**config.mk**
```make
export PLATFORM = sky130hd
export DESIGN_NAME = tdm_route_seq
export DESIGN_NICKNAME = d
export VERILOG_FILES = /design/src/rtl/tdm_route_pkg.sv /design/src/rtl/tdm_route_entry_pick.sv /design/src/rtl/tdm_route_walker.sv /design/src/rtl/tdm_pin_steer.sv /design/src/rtl/tdm_route_seq.sv
export SDC_FILE = /design/constraint.sdc
export NUM_CORES = 1
export LEC_CHECK = 0
export CAP_MARGIN = 10
export CORE_AREA = 2 2 208 210
export DETAILED_ROUTE_END_ITERATION = 7
export DIE_AREA = 0 0 210 212
export PLACE_DENSITY = 0.43
export SYNTH_ARGS = -nofsm -noshare
export SYNTH_HDL_FRONTEND = slang
export SYNTH_SLANG_ARGS = --single-unit
```
**constraint.sdc**
```tcl
create_clock -name clk -period 7.84 [get_ports clk]
set_input_delay 1.568 -clock clk [delete_from_list [all_inputs] [get_ports clk]]
set_output_delay 1.568 -clock clk [all_outputs]
set_load 0.01 [all_outputs]
```
**src/rtl/tdm_route_pkg.sv**
```systemverilog
package tdm_route_pkg;

   typedef enum logic {
      WS_WAIT = 1'b0,
      WS_RUN  = 1'b1
   } walk_state_t;

   function automatic bit is_pow2(input int v);
      return (v > 0) && ((v & (v - 1)) == 0);
   endfunction

endpackage

```
**src/rtl/tdm_route_entry_pick.sv**
```systemverilog
module tdm_route_entry_pick #(
   parameter int N_ENT = 16,
   parameter int EW    = 8,
   parameter int IDX_W = $clog2(N_ENT)
) (
   input  logic [N_ENT*EW-1:0] pri,
   input  logic [N_ENT*EW-1:0] sha,
   input  logic                sel,
   input  logic [IDX_W-1:0]    idx,
   output logic [EW-1:0]       ent
);

   logic [EW-1:0] ent_p [N_ENT];
   logic [EW-1:0] ent_s [N_ENT];

   for (genvar g = 0; g < N_ENT; g++) begin : g_unpack
      assign ent_p[g] = pri[g*EW +: EW];
      assign ent_s[g] = sha[g*EW +: EW];
   end

   assign ent = sel ? ent_s[idx] : ent_p[idx];

endmodule

```
**src/rtl/tdm_route_walker.sv**
```systemverilog
module tdm_route_walker
   import tdm_route_pkg::*;
#(
   parameter int N_ENT     = 16,
   parameter int CSEL_W    = 2,
   parameter int CNT_W     = 3,
   parameter int BYTE_BITS = 8
) (
   input  logic                                 clk,
   input  logic                                 rst_n,
   input  logic                                 sync,
   input  logic                                 sel_req,
   input  logic [N_ENT*(CNT_W+CSEL_W+3)-1:0]    tbl_pri,
   input  logic [N_ENT*(CNT_W+CSEL_W+3)-1:0]    tbl_sha,
   output logic                                 slot_on,
   output logic [CSEL_W-1:0]                    chan,
   output logic                                 swap,
   output logic                                 sel_act,
   output logic                                 sync_err,
   output logic                                 cfg_err
);

   localparam int EW      = CNT_W + CSEL_W + 3;
   localparam int IDX_W   = $clog2(N_ENT);
   localparam int LEN_W   = $clog2((2**CNT_W) * BYTE_BITS);
   localparam int POS_BYT = CNT_W;
   localparam int POS_CS  = CNT_W + 1;
   localparam int POS_SW  = CNT_W + 1 + CSEL_W;
   localparam int POS_LS  = CNT_W + 2 + CSEL_W;

   if (N_ENT % 2 != 0 || N_ENT < 2) begin : g_chk_ent
      $error("N_ENT must be even and at least 2");
   end
   if (LEN_W < CNT_W) begin : g_chk_len
      $error("BYTE_BITS too small for CNT_W");
   end

   walk_state_t         state_q;
   logic [IDX_W-1:0]    idx_q;
   logic [LEN_W-1:0]    bcnt_q;
   logic                sel_q, serr_q, cerr_q;

   logic [EW-1:0]       ent;
   logic [CNT_W-1:0]    ent_cnt;
   logic                ent_byt, ent_swap, ent_last;
   logic [CSEL_W-1:0]   ent_csel;
   logic [LEN_W-1:0]    len_m1;
   logic                running, last_bit, frame_end, single_bit;

   tdm_route_entry_pick #(.N_ENT(N_ENT), .EW(EW), .IDX_W(IDX_W)) u_pick (
      .pri (tbl_pri),
      .sha (tbl_sha),
      .sel (sel_q),
      .idx (idx_q),
      .ent (ent)
   );

   assign ent_cnt  = ent[CNT_W-1:0];
   assign ent_byt  = ent[POS_BYT];
   assign ent_csel = ent[POS_CS +: CSEL_W];
   assign ent_swap = ent[POS_SW];
   assign ent_last = ent[POS_LS];

   if (is_pow2(BYTE_BITS)) begin : g_len_shift
      localparam int SH = $clog2(BYTE_BITS);
      always_comb begin
         if (ent_byt) len_m1 = ((LEN_W'(ent_cnt) + LEN_W'(1)) << SH) - LEN_W'(1);
         else         len_m1 = LEN_W'(ent_cnt);
      end
   end else begin : g_len_mul
      always_comb begin
         if (ent_byt) len_m1 = (LEN_W'(ent_cnt) + LEN_W'(1)) * LEN_W'(BYTE_BITS) - LEN_W'(1);
         else         len_m1 = LEN_W'(ent_cnt);
      end
   end

   assign running    = (state_q == WS_RUN);
   assign last_bit   = running && (bcnt_q == len_m1);
   assign frame_end  = last_bit && ((idx_q[0] && ent_last) || (idx_q == IDX_W'(N_ENT - 1)));
   assign single_bit = (ent_cnt == '0) && !ent_byt;

   always_ff @(posedge clk or negedge rst_n) begin
      if (!rst_n) begin
         state_q <= WS_WAIT;
         idx_q   <= '0;
         bcnt_q  <= '0;
         sel_q   <= 1'b0;
         serr_q  <= 1'b0;
         cerr_q  <= 1'b0;
      end else begin
         serr_q <= 1'b0;
         cerr_q <= frame_end && single_bit;
         if (sync) begin
            state_q <= WS_RUN;
            idx_q   <= '0;
            bcnt_q  <= '0;
            if (running && !frame_end) serr_q <= 1'b1;
            else                       sel_q  <= sel_req;
         end else if (last_bit) begin
            bcnt_q <= '0;
            if (frame_end) begin
               state_q <= WS_WAIT;
               idx_q   <= '0;
            end else begin
               idx_q <= idx_q + IDX_W'(1);
            end
         end else if (running) begin
            bcnt_q <= bcnt_q + LEN_W'(1);
         end
      end
   end

   assign slot_on  = running && (ent_csel != '0);
   assign chan     = running ? ent_csel : '0;
   assign swap     = slot_on && ent_swap;
   assign sel_act  = sel_q;
   assign sync_err = serr_q;
   assign cfg_err  = cerr_q;

   AST_SYNC_STARTS: assert property (@(posedge clk) disable iff (!rst_n)
      sync |=> (running && idx_q == '0 && bcnt_q == '0));
   AST_FRAME_STOP: assert property (@(posedge clk) disable iff (!rst_n)
      (frame_end && !sync) |=> !running);
   AST_EVEN_LAST_IGNORED: assert property (@(posedge clk) disable iff (!rst_n)
      (last_bit && !idx_q[0] && !sync) |=> running);
   AST_TBL_HOLD: assert property (@(posedge clk) disable iff (!rst_n)
      !sync |=> $stable(sel_q));
   AST_SERR_CAUSE: assert property (@(posedge clk) disable iff (!rst_n)
      sync_err |-> $past(sync && running));
   AST_CERR_CAUSE: assert property (@(posedge clk) disable iff (!rst_n)
      cfg_err |-> $past(frame_end));

endmodule

```
**src/rtl/tdm_pin_steer.sv**
```systemverilog
module tdm_pin_steer (
   input  logic clk,
   input  logic rst_n,
   input  logic rx_slot_on,
   input  logic rx_swap,
   input  logic tx_slot_on,
   input  logic tx_swap,
   input  logic line_rxd_i,
   input  logic line_txd_i,
   input  logic tx_bit,
   output logic rx_bit,
   output logic rx_bit_vld,
   output logic line_rxd_o,
   output logic line_rxd_oe,
   output logic line_txd_o,
   output logic line_txd_oe
);

   assign rx_bit      = rx_swap ? line_txd_i : line_rxd_i;
   assign rx_bit_vld  = rx_slot_on;
   assign line_rxd_o  = tx_bit;
   assign line_txd_o  = tx_bit;
   assign line_rxd_oe = tx_slot_on && tx_swap;
   assign line_txd_oe = tx_slot_on && !tx_swap;

   AST_ONE_DRIVER: assert property (@(posedge clk) disable iff (!rst_n)
      $onehot0({line_rxd_oe, line_txd_oe}));
   AST_QUIET_IDLE: assert property (@(posedge clk) disable iff (!rst_n)
      !tx_slot_on |-> !(line_rxd_oe || line_txd_oe));

endmodule

```
**src/rtl/tdm_route_seq.sv**
```systemverilog
module tdm_route_seq #(
   parameter int N_ENT     = 16,
   parameter int CSEL_W    = 2,
   parameter int CNT_W     = 3,
   parameter int BYTE_BITS = 8
) (
   input  logic                              clk,
   input  logic                              rst_n,
   input  logic                              tbl_sel_req,
   input  logic                              rx_sync,
   input  logic                              tx_sync,
   input  logic [N_ENT*(CNT_W+CSEL_W+3)-1:0] rx_tbl_pri,
   input  logic [N_ENT*(CNT_W+CSEL_W+3)-1:0] rx_tbl_sha,
   input  logic [N_ENT*(CNT_W+CSEL_W+3)-1:0] tx_tbl_pri,
   input  logic [N_ENT*(CNT_W+CSEL_W+3)-1:0] tx_tbl_sha,
   input  logic                              line_rxd_i,
   input  logic                              line_txd_i,
   input  logic                              tx_bit,
   output logic [CSEL_W-1:0]                 rx_chan,
   output logic                              rx_bit,
   output logic                              rx_bit_vld,
   output logic [CSEL_W-1:0]                 tx_chan,
   output logic                              line_rxd_o,
   output logic                              line_rxd_oe,
   output logic                              line_txd_o,
   output logic                              line_txd_oe,
   output logic                              rx_tbl_act,
   output logic                              tx_tbl_act,
   output logic                              rx_sync_err,
   output logic                              tx_sync_err,
   output logic                              rx_cfg_err,
   output logic                              tx_cfg_err
);

   logic rx_on, rx_sw, tx_on, tx_sw;

   tdm_route_walker #(.N_ENT(N_ENT), .CSEL_W(CSEL_W), .CNT_W(CNT_W), .BYTE_BITS(BYTE_BITS)) u_rx_walk (
      .clk      (clk),
      .rst_n    (rst_n),
      .sync     (rx_sync),
      .sel_req  (tbl_sel_req),
      .tbl_pri  (rx_tbl_pri),
      .tbl_sha  (rx_tbl_sha),
      .slot_on  (rx_on),
      .chan     (rx_chan),
      .swap     (rx_sw),
      .sel_act  (rx_tbl_act),
      .sync_err (rx_sync_err),
      .cfg_err  (rx_cfg_err)
   );

   tdm_route_walker #(.N_ENT(N_ENT), .CSEL_W(CSEL_W), .CNT_W(CNT_W), .BYTE_BITS(BYTE_BITS)) u_tx_walk (
      .clk      (clk),
      .rst_n    (rst_n),
      .sync     (tx_sync),
      .sel_req  (tbl_sel_req),
      .tbl_pri  (tx_tbl_pri),
      .tbl_sha  (tx_tbl_sha),
      .slot_on  (tx_on),
      .chan     (tx_chan),
      .swap     (tx_sw),
      .sel_act  (tx_tbl_act),
      .sync_err (tx_sync_err),
      .cfg_err  (tx_cfg_err)
   );

   tdm_pin_steer u_steer (
      .clk         (clk),
      .rst_n       (rst_n),
      .rx_slot_on  (rx_on),
      .rx_swap     (rx_sw),
      .tx_slot_on  (tx_on),
      .tx_swap     (tx_sw),
      .line_rxd_i  (line_rxd_i),
      .line_txd_i  (line_txd_i),
      .tx_bit      (tx_bit),
      .rx_bit      (rx_bit),
      .rx_bit_vld  (rx_bit_vld),
      .line_rxd_o  (line_rxd_o),
      .line_rxd_oe (line_rxd_oe),
      .line_txd_o  (line_txd_o),
      .line_txd_oe (line_txd_oe)
   );

   AST_RX_CHAN_VLD: assert property (@(posedge clk) disable iff (!rst_n)
      rx_bit_vld |-> (rx_chan != '0));
   AST_TX_IDLE_QUIET: assert property (@(posedge clk) disable iff (!rst_n)
      (tx_chan == '0) |-> !(line_rxd_oe || line_txd_oe));

endmodule

```
Word-level counts from Yosys, hierarchy flattened
Index checks and enable logic that the tools add are counted.
Widths: inputs -> output; s select.
{"block": "totals", "latch_bits": 0, "n_memories": 0, "ramBits": 0, "word_cells": 110, "regBits": 28, "rom_bits": 0}
{"block": "classes", "order_cmp": 2, "bitwise": 4, "shift": 0, "add_sub_neg": 8, "mul": 0, "n_eq_ne": 4, "div_mod_pow": 0, "n_mux": 41, "n_reduce_logical": 39}
{"cell": "$bmux 8 s4", "count": 4}
{"cell": "$mux 8", "count": 10}
{"cell": "$mux 6", "count": 8}
{"cell": "$mux 4", "count": 6}
{"cell": "$logic_and 1x1->1", "count": 18}
{"cell": "$add 6x1->6 const B", "count": 2}
{"cell": "$eq 6x6->1", "count": 2}
{"cell": "$reduce_bool 2->1", "count": 6}
{"cell": "$sub 6x1->6 const B", "count": 2}
{"cell": "$mux 1", "count": 11}
{"cell": "$ge 5x5->1 const B", "count": 2}
{"cell": "$not 4->5", "count": 2}
{"cell": "$add 4x1->4 const B", "count": 2}
{"cell": "$eq 4x4->1 const B", "count": 2}
{"cell": "$reduce_and 2->1", "count": 4}
{"cell": "$add 3x1->3 const B", "count": 2}
{"cell": "$logic_not 3->1", "count": 2}
{"cell": "$reduce_bool 3->1", "count": 2}
{"cell": "$logic_not 1->1", "count": 5}
{"cell": "$mux 2", "count": 2}
{"cell": "$logic_or 1x1->1", "count": 2}
{"cell": "$not 1->1", "count": 2}

Logic depth before layout (Yosys ltp)
{"block": "logic_depth", "word_depth": 15, "depth_mapped": 17}

Modules after synthesis
Synthesis repeated with hierarchy kept, for this count alone.
{"block": "hier_totals", "cells_unflattened": 436, "hier_area_um2": 6015.8}
{"mod": "tdm_route_entry_pick", "n_inst": 2, "cells_per_inst": 107, "area_per_inst_um2": 1994.4, "seq_area_each_um2": 0.0}
{"mod": "tdm_route_walker", "n_inst": 2, "cells_per_inst": 108, "area_per_inst_um2": 988.4, "seq_area_each_um2": 350.3}
{"mod": "tdm_pin_steer", "n_inst": 1, "cells_per_inst": 6, "area_per_inst_um2": 50.0, "seq_area_each_um2": 0.0}

Worst setup path before layout
Ideal clock, no wire load.
{"block": "synth_timing", "path_type": "register -> output", "start": "register u_tx_walk.idx_q[1]", "end": "output port line_txd_oe", "stages_incl_launch_ff": 11, "path_slack_ns": 2.985, "path_buffers": 6, "arrival_time_ns": 3.287, "path_cell_list": "dfrtp_1 buf_4 buf_2 buf_4 buf_1 buf_1 buf_1 mux4_2 mux4_2 mux2i_1 nor2b_1"}
{"block": "synth_between", "elab_chain_len": 10}
{"item": "start, declared", "line_no": "tdm_route_walker.sv:39", "source": "logic [IDX_W-1:0] idx_q;"}
{"item": "start signal, assigned", "line_no": "tdm_route_walker.sv:105", "source": "idx_q <= idx_q + IDX_W'(1);"}
{"item": "$not 4->5 (implied by the code) (*)", "line_no": "tdm_route_entry_pick.sv:21", "source": "assign ent = sel ? ent_s[idx] : ent_p[idx];"}
{"item": "$bmux 8 s4", "line_no": "tdm_route_entry_pick.sv:21"}
{"item": "$mux 8 (implied by the code) (2 in a row)", "line_no": "tdm_route_entry_pick.sv:21"}
{"item": "$mux 8 (*)", "line_no": "tdm_route_entry_pick.sv:21"}
{"item": "$reduce_bool 2->1", "line_no": "tdm_route_walker.sv:113", "source": "assign slot_on = running && (ent_csel != '0);"}
{"item": "$logic_and 1x1->1", "line_no": "tdm_route_walker.sv:113"}
{"item": "$logic_and 1x1->1", "line_no": "tdm_route_walker.sv:115", "source": "assign swap = slot_on && ent_swap;"}
{"item": "$logic_not 1->1", "line_no": "tdm_pin_steer.sv:24", "source": "assign line_txd_oe = tx_slot_on && !tx_swap;"}
{"item": "$logic_and 1x1->1 (*)", "line_no": "tdm_pin_steer.sv:24"}
{"item": "end, declared", "line_no": "tdm_route_seq.sv:26", "source": "output logic line_txd_oe,"}
Mark *: on every way between the ends. The rest lies on a longest branch, timed or not. The select of a mux whose other input is x is not followed.

Worst setup path in the final report
{"block": "layout_timing", "start": "input port rx_tbl_pri[118]", "end": "output port rx_bit"}
{"block": "layout_between", "elab_chain_len": 6}
{"item": "start, declared", "line_no": "tdm_route_seq.sv:12", "source": "input logic [N_ENT*(CNT_W+CSEL_W+3)-1:0] rx_tbl_pri,"}
{"item": "$bmux 8 s4", "line_no": "tdm_route_entry_pick.sv:21"}
{"item": "$mux 8 (implied by the code) (2 in a row)", "line_no": "tdm_route_entry_pick.sv:21"}
{"item": "$mux 8", "line_no": "tdm_route_entry_pick.sv:21"}
{"item": "$logic_and 1x1->1", "line_no": "tdm_route_walker.sv:115"}
{"item": "$mux 1", "line_no": "tdm_pin_steer.sv:19", "source": "assign rx_bit = rx_swap ? line_txd_i : line_rxd_i;"}
{"item": "end, declared", "line_no": "tdm_route_seq.sv:20", "source": "output logic rx_bit,"}
Every way passes these cells. The select of a mux whose other input is x is not followed.

==> flow_summary_export.csv <==
group,metric,value,unit
route,vias_per_cell,4.475,
clock_tree,htree_levels,1,
synth,netlist_top_cells_count,"99 x mux2i_1, 95 x mux4_2, 49 x nand2_1",
critical_path,critPathKind,"input pin to output port",
timing,setup_viol,0,
critical_path,worstPathArrival,4110,ps
timing,rsz0062_at_grt,"no",
route,wl_per_cell,21.16,µm
route,drc_errors,0,
synth,yosys-top-cells-area,"mux4_2 35%, mux2i_1 16%, dfrtp_1 11%",
clock_tree,insertion_delay,270,ps
grt,grt_max_degree,58,
timing,fin_crit_sh,0.7240,
timing,holdWs,609.8,ps
timing,maxSlewViolCount,0,
power,p_leak,3.944,nW
place,gp_routability_congestion,0.7768,
critical_path,r2r_slack,2910,ps
clock_tree,cts_hold_buffers,0,
timing,relSlewSlack,0.3434,
synth,yosysMostFrequentCell,"mux2i_1",
power,power_density,76.38,nW/µm²
outcome,status,"finished, final reports clean",
timing,hold_violations,0,
synth,synth_edf_count,0,
critical_path,cp_max_fo,1,
floorplan,start_util,0.1453,
grt,grt_pass1_wl,49580,µm
synth,yosysUniqueCellTypes,61,
timing,clock_skew,2.501,ps
job,max-cap-violations,0,
synth,yosys_warnings,0,
synth,async_flop_share,1.000,
synth,synth_top_area_frac,0.3464,
route,detail_route.first_pass.iterations,4,
layout,n_fill_cell,4512,
hold_path,hold_path.class,"flip-flop to flip-flop",
floorplan,rows,76,
synth,ys_ff_latch,28,
timing,fmax,176.2,MHz
synth,avgSynthCellArea,10.19,µm²
clock_tree,clk_path_buf_depth,2,
hold_path,hold_depth,2,
grt,antenna_found_initial,2,
synth,synth_fp_nets,1136,
route,routed_wl,34630,µm
floorplan,io_pins,536,
critical_path,required,6270,ps
floorplan,core,42510,µm²
route,drtIter0Drc,344,
grt,grt_util_all_layers,0.1472,
clock_tree,post_cts_resized,0,
critical_path,cp-end-kind,"output port",
synth,synthCells,606,
power,ir_drop,0.05952,mV
timing,setup_tns,0,ps
hold_path,hold_end,"u_tx_walk.bcnt_q[5]",
clock_tree,cts-root-buf,"clkbuf_16",
floorplan,fp.dieW,210,µm
hold_path,hold_start,"u_tx_walk.bcnt_q[5]",
critical_path,r2r_end,"u_tx_walk.idx_q[0]",
timing,tightestPinTransition,980.6,ps
synth,yosys_most_used_dff,"dfrtp_1",
critical_path,startpoint_type,"input pin",
synth,netlist_area,6177,µm²
floorplan,die_area,44520,µm²
place,port_buffers,530,
place,dp_hpwl,29440,µm
clock_tree,cts_setup_buffers,0,
clock_tree,cts.sinks,28,
critical_path,reg2reg_depth,11,
grt,grt_overflow,0,
synth,yosys.area.top_type,"mux4_2",
clock_tree,clk_pin_slew,70,ps
critical_path,rr_startpoint,"u_tx_walk.idx_q[1]",
timing,period_minus_slack,5676,ps
synth,ys_seq_area_frac,0.1134,
grt,grt_pass1_vias,7953,
route,drtAntennaViolNets,0,
clock_tree,cts_tree,"done",
layout,drive_above_1_share,0.1139,
route,via_count,7326,
layout,nets,1621,
clock_tree,cts_buffers,3,
floorplan,die_y,212,µm
layout,area_growth_syn_to_layout,94.79,%
==> sequential cells by signal, indices dropped and copies added, names as in the netlist <==
register / cells
u_tx_walk.bcnt_q: 6
u_rx_walk.running: 1
u_rx_walk.cfg_err: 1
u_tx_walk.sel_act: 1
u_rx_walk.idx_q: 4
u_rx_walk.bcnt_q: 6
u_tx_walk.running: 1
u_tx_walk.sync_err: 1
u_tx_walk.cfg_err: 1
u_rx_walk.sel_act: 1
u_tx_walk.idx_q: 4
u_rx_walk.sync_err: 1
==> per-stage QoR <==
stage               utilization  cell area, µm²  std cells  setup slack, ps   power, W
global placement         0.2812           11950       1632             2169  0.0008053
detailed placement       0.2812           11950       1632             2155  0.0008101
floorplan                     -            6177        606             2985  0.0004523
global route             0.2831           12030       1637             2080  0.0009870
CTS                      0.2830           12030       1635             2154  0.0009375
finish                   0.2831           12030       1637             2164  0.0009191
==> layout by cell type (no fill, tap or decap), types with 7 or more instances in the layout <==
master / instances
a211oi_1: 10
a21oi_1: 19
a22oi_1: 24
and3_1: 7
clkdlybuf4s50_1: 529
dfrtp_1: 24
ha_1: 10
inv_1: 15
mux2i_1: 99
mux4_2: 95
nand2_1: 49
nand3_1: 24
nand4_1: 10
nor2_1: 23
nor2b_1: 10
nor3_1: 11
o221ai_1: 9
o31ai_1: 7
xnor2_1: 8
xor2_1: 7
==> kinds of logic after synthesis <==
| family | after synthesis | share of synthesized area |
|---|---|---|
| multiplexers | 201 | 0.5214 |
| AND/OR/NAND/NOR | 161 | 0.1290 |
| AO/OA/AOI/OAI | 116 | 0.1398 |
| buffers and inverters | 75 | 0.05489 |
| flip-flops | 28 | 0.1134 |
| XOR/XNOR | 15 | 0.02127 |
| adder cells (fa/ha/maj) | 10 | 0.02026 |
==> routing by layer <==
metal / part of all wire / global-route usage
met1: 0.37 / 0.1594
met2: 0.53 / 0.2890
met3: 0.083 / 0.03988
met4: 0.012 / 0.02177
met5: 0 / 0
==> how the worst max path moves through the flow <==
stage,endpoint,cells after the start,slack [ps],start
4_1_cts,rx_bit,7,2150,rx_tbl_pri[118]
6_report,rx_bit,7,2160,rx_tbl_pri[118]
2_1_floorplan,line_txd_oe,10,2980,u_tx_walk.idx_q[1]
5_1_grt,rx_bit,9,2080,rx_tbl_pri[28]
3_5_place_dp,rx_bit,7,2150,rx_tbl_pri[118]
3_3_place_gp,rx_bit,7,2170,rx_tbl_pri[118]
==> layout make-up <==
cell class | count | area (µm²) | area share
repair buffers | 536 | 5345 | 0.4442
multi-input cells | 503 | 5137 | 0.4270
flip-flops and latches | 28 | 715.7 | 0.05948
well taps | 546 | 683.2 | 0.05677
clock buffers | 3 | 75.07 | 0.006239
inverters | 19 | 71.32 | 0.005927
diodes | 2 | 5.005 | 0.0004159
==> power by group <==
part | switching, W | internal, W | total (W) | leakage, nW
sequential | 0.0000341 | 0.000152 | 0.000186 | 0.355
clock | 0.0000536 | 0.0000680 | 0.000122 | 0.0370
combinational | 0.000205 | 0.000406 | 0.000611 | 3.55
==> worst max-delay path, stage by stage <==
cell and delay, ps:
clkdlybuf4s50_1 420, mux4_2 480, mux4_2 490, mux2_2 270, nand2_1 70, mux2_2 320, clkdlybuf4s50_1 490
Note: power is estimated with default switching activity, not from simulation.
